==> src/rtl/cc_pkg.sv <==
// Shared sizes, encodings and arithmetic helpers for the conference mixing engine.
package cc_pkg;
    localparam int NCH      = 32;
    localparam int NCONF    = 10;
    localparam int SW       = 14;
    localparam int CH_W     = $clog2(NCH);
    localparam int CONF_W   = $clog2(NCONF);
    localparam int ACC_W    = SW + CH_W + 1;
    localparam int LIN_MAX  = 2 ** (SW - 1) - 1;
    localparam int LIN_MIN  = -(2 ** (SW - 1));
    localparam int TONE_LVL = LIN_MAX / 10;

    typedef enum logic [1:0] {
        MODE_OFF   = 2'b00,
        MODE_CONF  = 2'b01,
        MODE_PASS  = 2'b10,
        MODE_SPARE = 2'b11
    } mode_e;

    typedef struct packed {
        mode_e             mode;
        logic [CONF_W-1:0] conf;
        logic [1:0]        att;
        logic [1:0]        ns;
    } chan_cfg_t;

    // Sign-extend a linear sample to accumulator width.
    function automatic logic signed [ACC_W-1:0] sx(input logic signed [SW-1:0] v);
        return {{(ACC_W-SW){v[SW-1]}}, v};
    endfunction

    // Clamp an accumulator-width value into the linear sample range.
    function automatic logic signed [SW-1:0] sat_lin(input logic signed [ACC_W-1:0] v);
        if (v > ACC_W'(LIN_MAX))      return SW'(LIN_MAX);
        else if (v < ACC_W'(LIN_MIN)) return SW'(LIN_MIN);
        else                          return SW'(v);
    endfunction
endpackage

==> src/rtl/cc_sample_cond.sv <==
// Per-sample conditioning: noise gate, then stepped attenuation.
// Assumes SW >= 13 so that one threshold step is 2**(SW-13) LSB.
module cc_sample_cond
    import cc_pkg::*;
(
    input  logic signed [SW-1:0] din,
    input  logic [1:0]           att,
    input  logic [1:0]           ns,
    output logic signed [SW-1:0] dout
);
    localparam int STEP_SH = SW - 13;

    logic signed [SW:0]   wide;
    logic [SW:0]          mag;
    logic [SW:0]          thr;
    logic signed [SW-1:0] gated;
    logic signed [SW+5:0] gx;
    logic signed [SW+5:0] prod;

    // Magnitude, threshold selection and gating.
    always_comb begin
        wide = {din[SW-1], din};
        mag  = (wide < 0) ? unsigned'(-wide) : unsigned'(wide);
        case (ns)
            2'b01:   thr = (SW+1)'(9)  << STEP_SH;
            2'b10:   thr = (SW+1)'(16) << STEP_SH;
            2'b11:   thr = (SW+1)'(32) << STEP_SH;
            default: thr = '0;
        endcase
        gated = (mag < thr) ? '0 : din;
    end

    // Attenuation by 23/32, by one half, or none.
    always_comb begin
        gx   = {{6{gated[SW-1]}}, gated};
        prod = gx * signed'((SW+6)'(23));
        case (att)
            2'b01:   dout = SW'(prod >>> 5);
            2'b10:   dout = gated >>> 1;
            default: dout = gated;
        endcase
    end
endmodule

==> src/rtl/cc_chan_cfg.sv <==
// Per-channel configuration store plus per-conference tone flags.
// One write port, one read port addressed by the current slot, and an
// old-entry read of the channel being written (used to retire its contribution).
module cc_chan_cfg
    import cc_pkg::*;
(
    input  logic              clk,
    input  logic              rst_n,
    input  logic              wr_en,
    input  logic [CH_W-1:0]   wr_chan,
    input  chan_cfg_t         wr_entry,
    input  logic              wr_tone,
    input  logic [CH_W-1:0]   rd_chan,
    output chan_cfg_t         rd_entry,
    output mode_e             old_mode,
    output logic [CONF_W-1:0] old_conf,
    output logic [NCONF-1:0]  conf_tone
);
    chan_cfg_t tbl [NCH];

    // Table write; reset leaves every channel disconnected.
    always_ff @(posedge clk) begin
        if (!rst_n) begin
            for (int i = 0; i < NCH; i++) tbl[i] <= '0;
        end else if (wr_en) begin
            tbl[wr_chan] <= wr_entry;
        end
    end

    // Conference tone flags follow each conference-mode write.
    always_ff @(posedge clk) begin
        if (!rst_n) begin
            conf_tone <= '0;
        end else if (wr_en && wr_entry.mode == MODE_CONF && 32'(wr_entry.conf) < NCONF) begin
            conf_tone[wr_entry.conf] <= wr_tone;
        end
    end

    assign rd_entry = tbl[rd_chan];
    assign old_mode = tbl[wr_chan].mode;
    assign old_conf = tbl[wr_chan].conf;
endmodule

==> src/rtl/cc_tone_frame.sv <==
// Latches the tone request and square-wave level once per frame (slot 0).
module cc_tone_frame
    import cc_pkg::*;
(
    input  logic                 clk,
    input  logic                 rst_n,
    input  logic                 frame_go,
    input  logic                 tone_req,
    input  logic                 tone_sq,
    output logic                 tone_act,
    output logic signed [SW-1:0] tone_val
);
    logic tone_pos;

    // Frame-aligned capture of both tone inputs.
    always_ff @(posedge clk) begin
        if (!rst_n) begin
            tone_act <= 1'b0;
            tone_pos <= 1'b0;
        end else if (frame_go) begin
            tone_act <= tone_req;
            tone_pos <= tone_sq;
        end
    end

    assign tone_val = tone_pos ? SW'(TONE_LVL) : -SW'(TONE_LVL);

    a_r9_tone_frame_only: assert property (@(posedge clk) disable iff (!rst_n)
        !frame_go |=> ($stable(tone_act) && $stable(tone_pos)));
endmodule

==> src/rtl/conf_mix_engine.sv <==
// Conference mixing engine top. Keeps a running sum per conference and the
// latest conditioned sample per channel; each listener gets sum minus own.
// Assumes slot_idx is stable through a slot, the strobes are single-cycle,
// and configuration writes never coincide with either strobe.
module conf_mix_engine
    import cc_pkg::*;
(
    input  logic                 clk,
    input  logic                 rst_n,
    input  logic                 slot_go,
    input  logic                 half_go,
    input  logic [4:0]           slot_idx,
    input  logic signed [13:0]   samp_in,
    input  logic                 tone_req,
    input  logic                 tone_sq,
    input  logic                 cfg_we,
    input  logic [4:0]           cfg_chan,
    input  logic [1:0]           cfg_mode,
    input  logic [3:0]           cfg_conf,
    input  logic [1:0]           cfg_att,
    input  logic [1:0]           cfg_ns,
    input  logic                 cfg_tone,
    input  logic                 cfg_start,
    output logic signed [13:0]   samp_out,
    output logic                 ovf_mark,
    output logic [9:0]           ovf_flags
);
    logic signed [ACC_W-1:0] acc  [NCONF];
    logic signed [SW-1:0]    hist [NCH];

    chan_cfg_t               scfg;
    chan_cfg_t               wentry;
    mode_e                   old_mode;
    logic [CONF_W-1:0]       old_conf;
    logic [NCONF-1:0]        conf_tone;
    logic signed [SW-1:0]    cond_s;
    logic                    tone_act;
    logic signed [SW-1:0]    tone_val;
    logic                    s_valid;
    logic signed [ACC_W-1:0] acc_rd;
    logic signed [ACC_W-1:0] mix;

    assign wentry = '{mode: mode_e'(cfg_mode), conf: cfg_conf, att: cfg_att, ns: cfg_ns};

    cc_chan_cfg u_cfg (
        .clk      (clk),
        .rst_n    (rst_n),
        .wr_en    (cfg_we),
        .wr_chan  (cfg_chan),
        .wr_entry (wentry),
        .wr_tone  (cfg_tone),
        .rd_chan  (slot_idx),
        .rd_entry (scfg),
        .old_mode (old_mode),
        .old_conf (old_conf),
        .conf_tone(conf_tone)
    );

    cc_sample_cond u_cond (
        .din (samp_in),
        .att (scfg.att),
        .ns  (scfg.ns),
        .dout(cond_s)
    );

    cc_tone_frame u_tone (
        .clk     (clk),
        .rst_n   (rst_n),
        .frame_go(slot_go && slot_idx == '0),
        .tone_req(tone_req),
        .tone_sq (tone_sq),
        .tone_act(tone_act),
        .tone_val(tone_val)
    );

    // Sums and stored samples: configuration retirement or talker replacement.
    always_ff @(posedge clk) begin
        if (!rst_n) begin
            for (int c = 0; c < NCONF; c++) acc[c] <= '0;
            for (int i = 0; i < NCH; i++)   hist[i] <= '0;
        end else if (cfg_we) begin
            if (old_mode == MODE_CONF && 32'(old_conf) < NCONF)
                acc[old_conf] <= acc[old_conf] - sx(hist[cfg_chan]);
            if (cfg_mode == MODE_CONF && cfg_start && 32'(cfg_conf) < NCONF)
                acc[cfg_conf] <= '0;
            hist[cfg_chan] <= '0;
        end else if (slot_go) begin
            if (scfg.mode == MODE_CONF && 32'(scfg.conf) < NCONF) begin
                acc[scfg.conf]  <= acc[scfg.conf] + sx(cond_s) - sx(hist[slot_idx]);
                hist[slot_idx]  <= cond_s;
            end else if (scfg.mode == MODE_PASS) begin
                hist[slot_idx]  <= cond_s;
            end
        end
    end

    // Listener mix: own conference sum minus own latest sample.
    always_comb begin
        s_valid = scfg.mode == MODE_CONF && 32'(scfg.conf) < NCONF;
        acc_rd  = s_valid ? acc[scfg.conf] : '0;
        mix     = acc_rd - sx(hist[slot_idx]);
    end

    // Per-conference overflow flags from the running sums.
    for (genvar c = 0; c < NCONF; c++) begin : g_ovf
        assign ovf_flags[c] = (acc[c] > ACC_W'(LIN_MAX)) || (acc[c] < ACC_W'(LIN_MIN));
    end

    // Output register, loaded at the mid-slot strobe.
    always_ff @(posedge clk) begin
        if (!rst_n) begin
            samp_out <= '0;
            ovf_mark <= 1'b0;
        end else if (half_go) begin
            if (s_valid) begin
                samp_out <= (tone_act && conf_tone[scfg.conf]) ? tone_val : sat_lin(mix);
                ovf_mark <= ovf_flags[scfg.conf];
            end else if (scfg.mode == MODE_PASS) begin
                samp_out <= hist[slot_idx];
                ovf_mark <= 1'b0;
            end else begin
                samp_out <= '0;
                ovf_mark <= 1'b0;
            end
        end
    end

    a_r10_cfg_apart: assert property (@(posedge clk) disable iff (!rst_n)
        cfg_we |-> (!slot_go && !half_go));
    a_r4_idle_silent: assert property (@(posedge clk) disable iff (!rst_n)
        (half_go && (scfg.mode == MODE_OFF || scfg.mode == MODE_SPARE)) |=> (samp_out == '0 && !ovf_mark));
    a_r7_flags_hold: assert property (@(posedge clk) disable iff (!rst_n)
        (!slot_go && !cfg_we) |=> $stable(ovf_flags));
    a_r1_out_hold: assert property (@(posedge clk) disable iff (!rst_n)
        !half_go |=> ($stable(samp_out) && $stable(ovf_mark)));
    a_r3_pass_unmarked: assert property (@(posedge clk) disable iff (!rst_n)
        (half_go && scfg.mode == MODE_PASS) |=> !ovf_mark);
endmodule

==> config.mk <==
export PLATFORM = sky130hd
export DESIGN_NAME = conf_mix_engine
export DESIGN_NICKNAME = d
export VERILOG_FILES = /design/src/rtl/cc_pkg.sv /design/src/rtl/cc_sample_cond.sv /design/src/rtl/cc_chan_cfg.sv /design/src/rtl/cc_tone_frame.sv /design/src/rtl/conf_mix_engine.sv
export SDC_FILE = /design/constraint.sdc
export NUM_CORES = 2
export LEC_CHECK = 0
export ABC_AREA = 1
export BUFFER_PORTS_ARGS = -buffer_cell sky130_fd_sc_hd__buf_2
export CAP_MARGIN = 40
export CORE_MARGIN = 3
export CORE_UTILIZATION = 58
export CTS_BUF_LIST = sky130_fd_sc_hd__clkbuf_8
export DETAILED_ROUTE_END_ITERATION = 8
export HOLD_SLACK_MARGIN = 0.02
export PLACE_DENSITY = 0.71
export SKIP_CTS_REPAIR_TIMING = 1
export SYNTH_ARGS = -nofsm -noshare
export SYNTH_HDL_FRONTEND = slang
export SYNTH_SLANG_ARGS = --single-unit
==> constraint.sdc <==
create_clock -name clk -period 15.6 [get_ports clk]
set_input_delay 2.34 -clock clk [delete_from_list [all_inputs] [get_ports clk]]
set_output_delay 2.34 -clock clk [all_outputs]
set_load 0.01 [all_outputs]
# After elaboration in Yosys (flattened, before gate mapping)

Memory sizes are Yosys's and may differ from the RTL's.
Index checks and enable logic that the tools add are counted.
Widths: inputs -> output; s select.

Memories kept: 3
Memory bits (writable): 968
Input port bits: 43
Flip-flop bits (word level): 27
Output and inout bits: 25

Memory list:

| name      | words | bits a word | read ports | clocked after Yosys merged registers in | wr ports | RTL line              | source |
|---|---|---|---|---|---|---|---|
| hist      | 32    | 14          | 2          | 0                                       | 32       | conf_mix_engine.sv:29 | `logic signed [SW-1:0] hist [NCH];` |
| u_cfg.tbl | 32    | 10          | 2          | 0                                       | 32       | cc_chan_cfg.sv:19     | `chan_cfg_t tbl [NCH];` |
| acc       | 10    | 20          | 12         | 0                                       | 10       | conf_mix_engine.sv:28 | `logic signed [ACC_W-1:0] acc [NCONF];` |

Multiplexer cells: 61
$lt $le $gt $ge: 30
Reduce and logical (&&, ||, !) cells: 26
Bitwise operators: 1
Equal/unequal tests: 9
Add/subtract/negate cells: 5
$mul: 1

Operators with widths:

| operator              | number |
|---|---|
| $gt 20x14->1 const B  | 11 |
| $lt 20x14->1 const B  | 11 |
| $mux 14               | 10 |
| $mux 20               | 4 |
| $reduce_or 20->1      | 3 |
| $sub 20x14->20        | 3 |
| $mux 1                | 33 |
| $pmux 14 s2           | 1 |
| $reduce_or 14->1      | 2 |
| $pmux 7 s3            | 1 |
| $add 20x14->20        | 1 |
| $mul 14x6->19 const B | 1 |
| $lt 15x7->1           | 1 |
| $mux 15               | 1 |
| $mux 5                | 3 |
| $neg 14->15           | 1 |
| $lt 14x1->1 const B   | 1 |
| $lt 4x4->1 const B    | 3 |
| $mux 4                | 3 |
| $bwmux 10             | 1 |
| $eq 2x1->1 const B    | 5 |
| $logic_or 1x1->1      | 10 |
| $lt 4x5->1 const B    | 2 |
| $mux 10               | 1 |
| 8 further kinds       | 20 |

# Logic depth before layout (Yosys ltp)

An unclocked memory read counts as a cell.

Word-level depth: 11
Gate-level depth with buffers: 65
Mapped depth without buffers: 60

# By module

From an unflattened synthesis, not the netlist that was laid out.

Cells, all modules: 8475
Area, all modules: 64490.6 sq um

By module, submodules not included:

| module          | area an instance (sq um) | cells an instance | seq. area each (sq um) | times used |
|---|---|---|---|---|
| conf_mix_engine | 44955.6                  | 6056              | 20159.3                | 1 |
| cc_chan_cfg     | 16930.0                  | 1993              | 9809.4                 | 1 |
| cc_sample_cond  | 2422.3                   | 399               | 0.0                    | 1 |
| cc_tone_frame   | 182.7                    | 27                | 40.0                   | 1 |

# Least setup slack after synthesis

OpenSTA, ideal clock, no wires.

Kind: input to register
Start: input slot_idx[0]
End: memory acc[0][19] in the netlist's numbering
Buffers on the path: 5
Stages: 60
Arrival: 11.080 ns
Setup slack: 4.449 ns
Setup time: 0.070 ns
Required time: 15.530 ns
Cell sequence: buf_4 inv_4 buf_6 buf_6 buf_2 nor2_1 o211ai_1 o211ai_1 nand2_1 nand2_1 and2_1 inv_1 nand3_1 ha_1 nand3_1 o221ai_1 nor2_1 nand2_1 (+24 left out) nand3b_1 nand3_1 a21boi_0 fa_1 ha_1 nand2_1 nor2_1 a211oi_1 o21ai_0 nand2_1 nand2_1 a21oi_1 nor2_1 nor2_1 xnor2_1 o21ai_2 nand2_1 a21oi_1

RTL lines:

| element            | RTL line              | source |
|---|---|---|
| start: declaration | conf_mix_engine.sv:12 | `input logic [4:0] slot_idx,` |
| end: declaration   | conf_mix_engine.sv:28 |  |

==> flow_summary.ini <==
[worst_setup_path]
crit_top_cell = nand2_1
critPathCaptureType = flop
critical_path.max_fanout = 153
path_class = primary input to flop
cp.required_ns = 16.42
r2r_slack_ns = 5.54
startpoint_type = primary input
critPathSlowestCell = clkinv_8
cpPeakStageDelay_ns = 0.64
cp.arrival_ns = 13.31

[global_routing]
use_met2_pct = 59.5
met3_usage_pct = 12.0
grt_overflow = 0
grt_antenna_before_repair = 5
top_usage_layer = met2
grt_pass1_vias = 53800
grt_max_degree = 154
use_met1_pct = 55.3
grt_pass1_wl_mm = 342
grt.total_usage_pct = 40.7

[synth]
syn_inst = 7701
synth_top_area_cell = edfxtp_1
yosysUniqueCellTypes = 71
synth-edff-count = 768
synth_area_leaders = edfxtp_1 37%, dfxtp_1 11%, nand2_1 10%, nor2_1 7.4%, a21oi_1 4.4%
ys_ff_latch = 1115
avgSynthCellArea_um2 = 8.02
syn_area_mm2 = 0.0618
yosysWarnings = 0
synth_top_flop_cell = edfxtp_1
ys_seq_area_share_pct = 48.6
synth_fp_nets = 7884
async_reset_ff_share_pct = 0
netlist.area_leader.share_pct = 37.3

[cts]
root_buffer = clkbuf_8
insertion_delay_ns = 0.92
htree_levels = 4
cts_buffers = 184
clock_path_buffers = 3
clk_pin_slew_worst_paths_ns = 0.07
cts_sinks = 1115
cts_tree = done

[final_layout]
nNetsFinal = 7600
most-common-layout-cells = 1639 x nand2_1, 1213 x nor2_1, 768 x edfxtp_1
stdcell_count = 8963
design_area_mm2 = 0.0660
areaGrowthSynthToFinish_pct = 6.92
fill_cells = 9253
layout_commonest_cell = nand2_1
drive_gt1_share_pct = 7.57

[die]
die_x_um = 332
die_y_um = 332
start_util_pct = 58.6
num_rows = 119
core_mm2 = 0.105
die-area_mm2 = 0.110
pin_count = 68

[drt]
viasPerCell = 6.59
avgRoutedWirePerCell_um = 25.9
vias = 59000
drc = 0
dr.pass1.iters = 6
drtIter0Drc = 9760
ant_nets = 0
drt_wl_total_mm = 232

[pwr]
combPwrFrac_pct = 26.0
p_sw_uw = 2770
ir_drop_uv = 78.2
p_int_uw = 5120
power_density_mw_per_mm2 = 119
leakagePower_uw = 0.0246
pwr-share-clk_pct = 32.2
seq_power_share_pct = 41.8
swShare_pct = 35.1

[placement]
dp_hpwl_mm = 148
placed_cells = 8619
preCtsSetupSlack_ns = 2.54
port_buffers = 67
place_congestion = 0.979
dpl_cell_area_mm2 = 0.0625

[timing]
period_minus_slack_ns = 12.49
fin_hold_ws_ns = 0.350
tightest_slew_ns = 0.999
clock_skew_ns = 0.0632
fin_crit_sh_pct = 80.1
rsz0062_at_grt = no
fmax_ghz = 0.0801
finalSetupTns_ns = 0
drv_slew = 0
finalHoldViolations = 0
slew_headroom_pct = 33.4
setup_viol = 0
setup_slack_ns = 3.11

[outcome]
outcome = complete, no violations

[job]
max_cap_viol_count = 0

[hold_path]
hold_class = flop to flop
flip-flops by register name (all words and copies together) (netlist names):
| signal | cells |
|---|---|
| samp_out | 14 |
| acc | 320 |
| u_cfg.conf_tone | 10 |
| hist | 448 |
| u_cfg.tbl | 320 |
| ovf_mark | 1 |
| u_tone.tone_act | 1 |
| u_tone.tone_pos | 1 |
routing by layer:
layer  share of wire, %  wire length, µm
met5              0.019               45
met2                 42            98100
met1                 37            86200
met3                 15            34700
met4                5.7            13300
final cells by class:
type                       instances  area (µm²)  area share (%)
sequential                      1115       30000            45.4
tap                             1391        1740            2.64
antenna                            1        2.50         0.00379
clock buffer                     196        2700            4.09
inverter                         400        1530            2.32
timing repair buffer             240        1800            2.73
multi-input combinational       5476       27400            41.5
clock inverter                   144         845            1.28
kinds of logic (layout without fill, tap and decap cells):
| family | Yosys count | in the layout | synth area share (%) |
|---|---|---|---|
| buffers and inverters | 1110 | 980 | 7.30 |
| flip-flops | 1115 | 1115 | 48.6 |
| XOR/XNOR | 48 | 48 | 0.681 |
| AND/OR/NAND/NOR | 3506 | 3506 | 22.9 |
| other | 0 | 1 | 0 |
| adder cells (fa/ha/maj) | 140 | 140 | 3.37 |
| AO/OA/AOI/OAI | 1782 | 1782 | 17.1 |
power by group through the flow:
stage               Sequential, µW  Combinational (µW)  Clock, µW
floorplan                     3340                1330          0
global placement              3350                1940          0
detailed placement            3350                1970          0
CTS                           3290                1980       2530
global route                  3300                2210       2670
finish                        3300                2050       2540
final timing paths:
path	start	cells after the start	endpoint
max reg2reg	u_cfg.tbl[16][1]	56	acc[3][19]
min reg2reg	acc[15][1]	0	acc[15][1]
min	acc[15][1]	0	acc[15][1]
max	slot_idx[0]	56	acc[3][19]
critical path: cells and delay by family:
family	cells	cell delay [ns]
AOI/OAI and AO/OA	11	2.51
buffers and inverters	9	1.98
xor gates and xnor gates	1	0.14
and+or+nand+nor	28	3.38
adders and majority gates	7	2.82
metrics by stage:
stage                     power (µW)  utilization, %
after floorplan                 4670               -
after global placement          5300            58.9
after detailed placement        5330            59.3
after CTS                       7810            62.6
after global routing            8190            62.6
final                           7890            62.6
cell usage after synthesis, types with 7 or more instances:
cell type  count
a21o_1         8
nand3_1      474
clkbuf_1     423
xor2_1        31
nand4_1       58
xnor2_1       17
fa_1          44
o221ai_1      48
buf_4         12
a22oi_1       71
o31ai_1       16
o22ai_1      304
a22o_1        11
dfxtp_1      347
o21ai_0      509
a32o_1        37
or2_2          7
a221oi_1      26
buf_6          7
o211ai_1      78
nor3_1        50
a21oi_1      541
buf_2        191
a211oi_1      14
o21ai_1       36
nor2_1      1219
nor4_1        20
inv_2         17
ha_1          96
a311oi_1      13
a31oi_1       18
nand2_1     1642
buf_1         77
nor2_2        12
edfxtp_1     768
inv_1        374
Note: power is estimated with default switching activity, not from simulation.
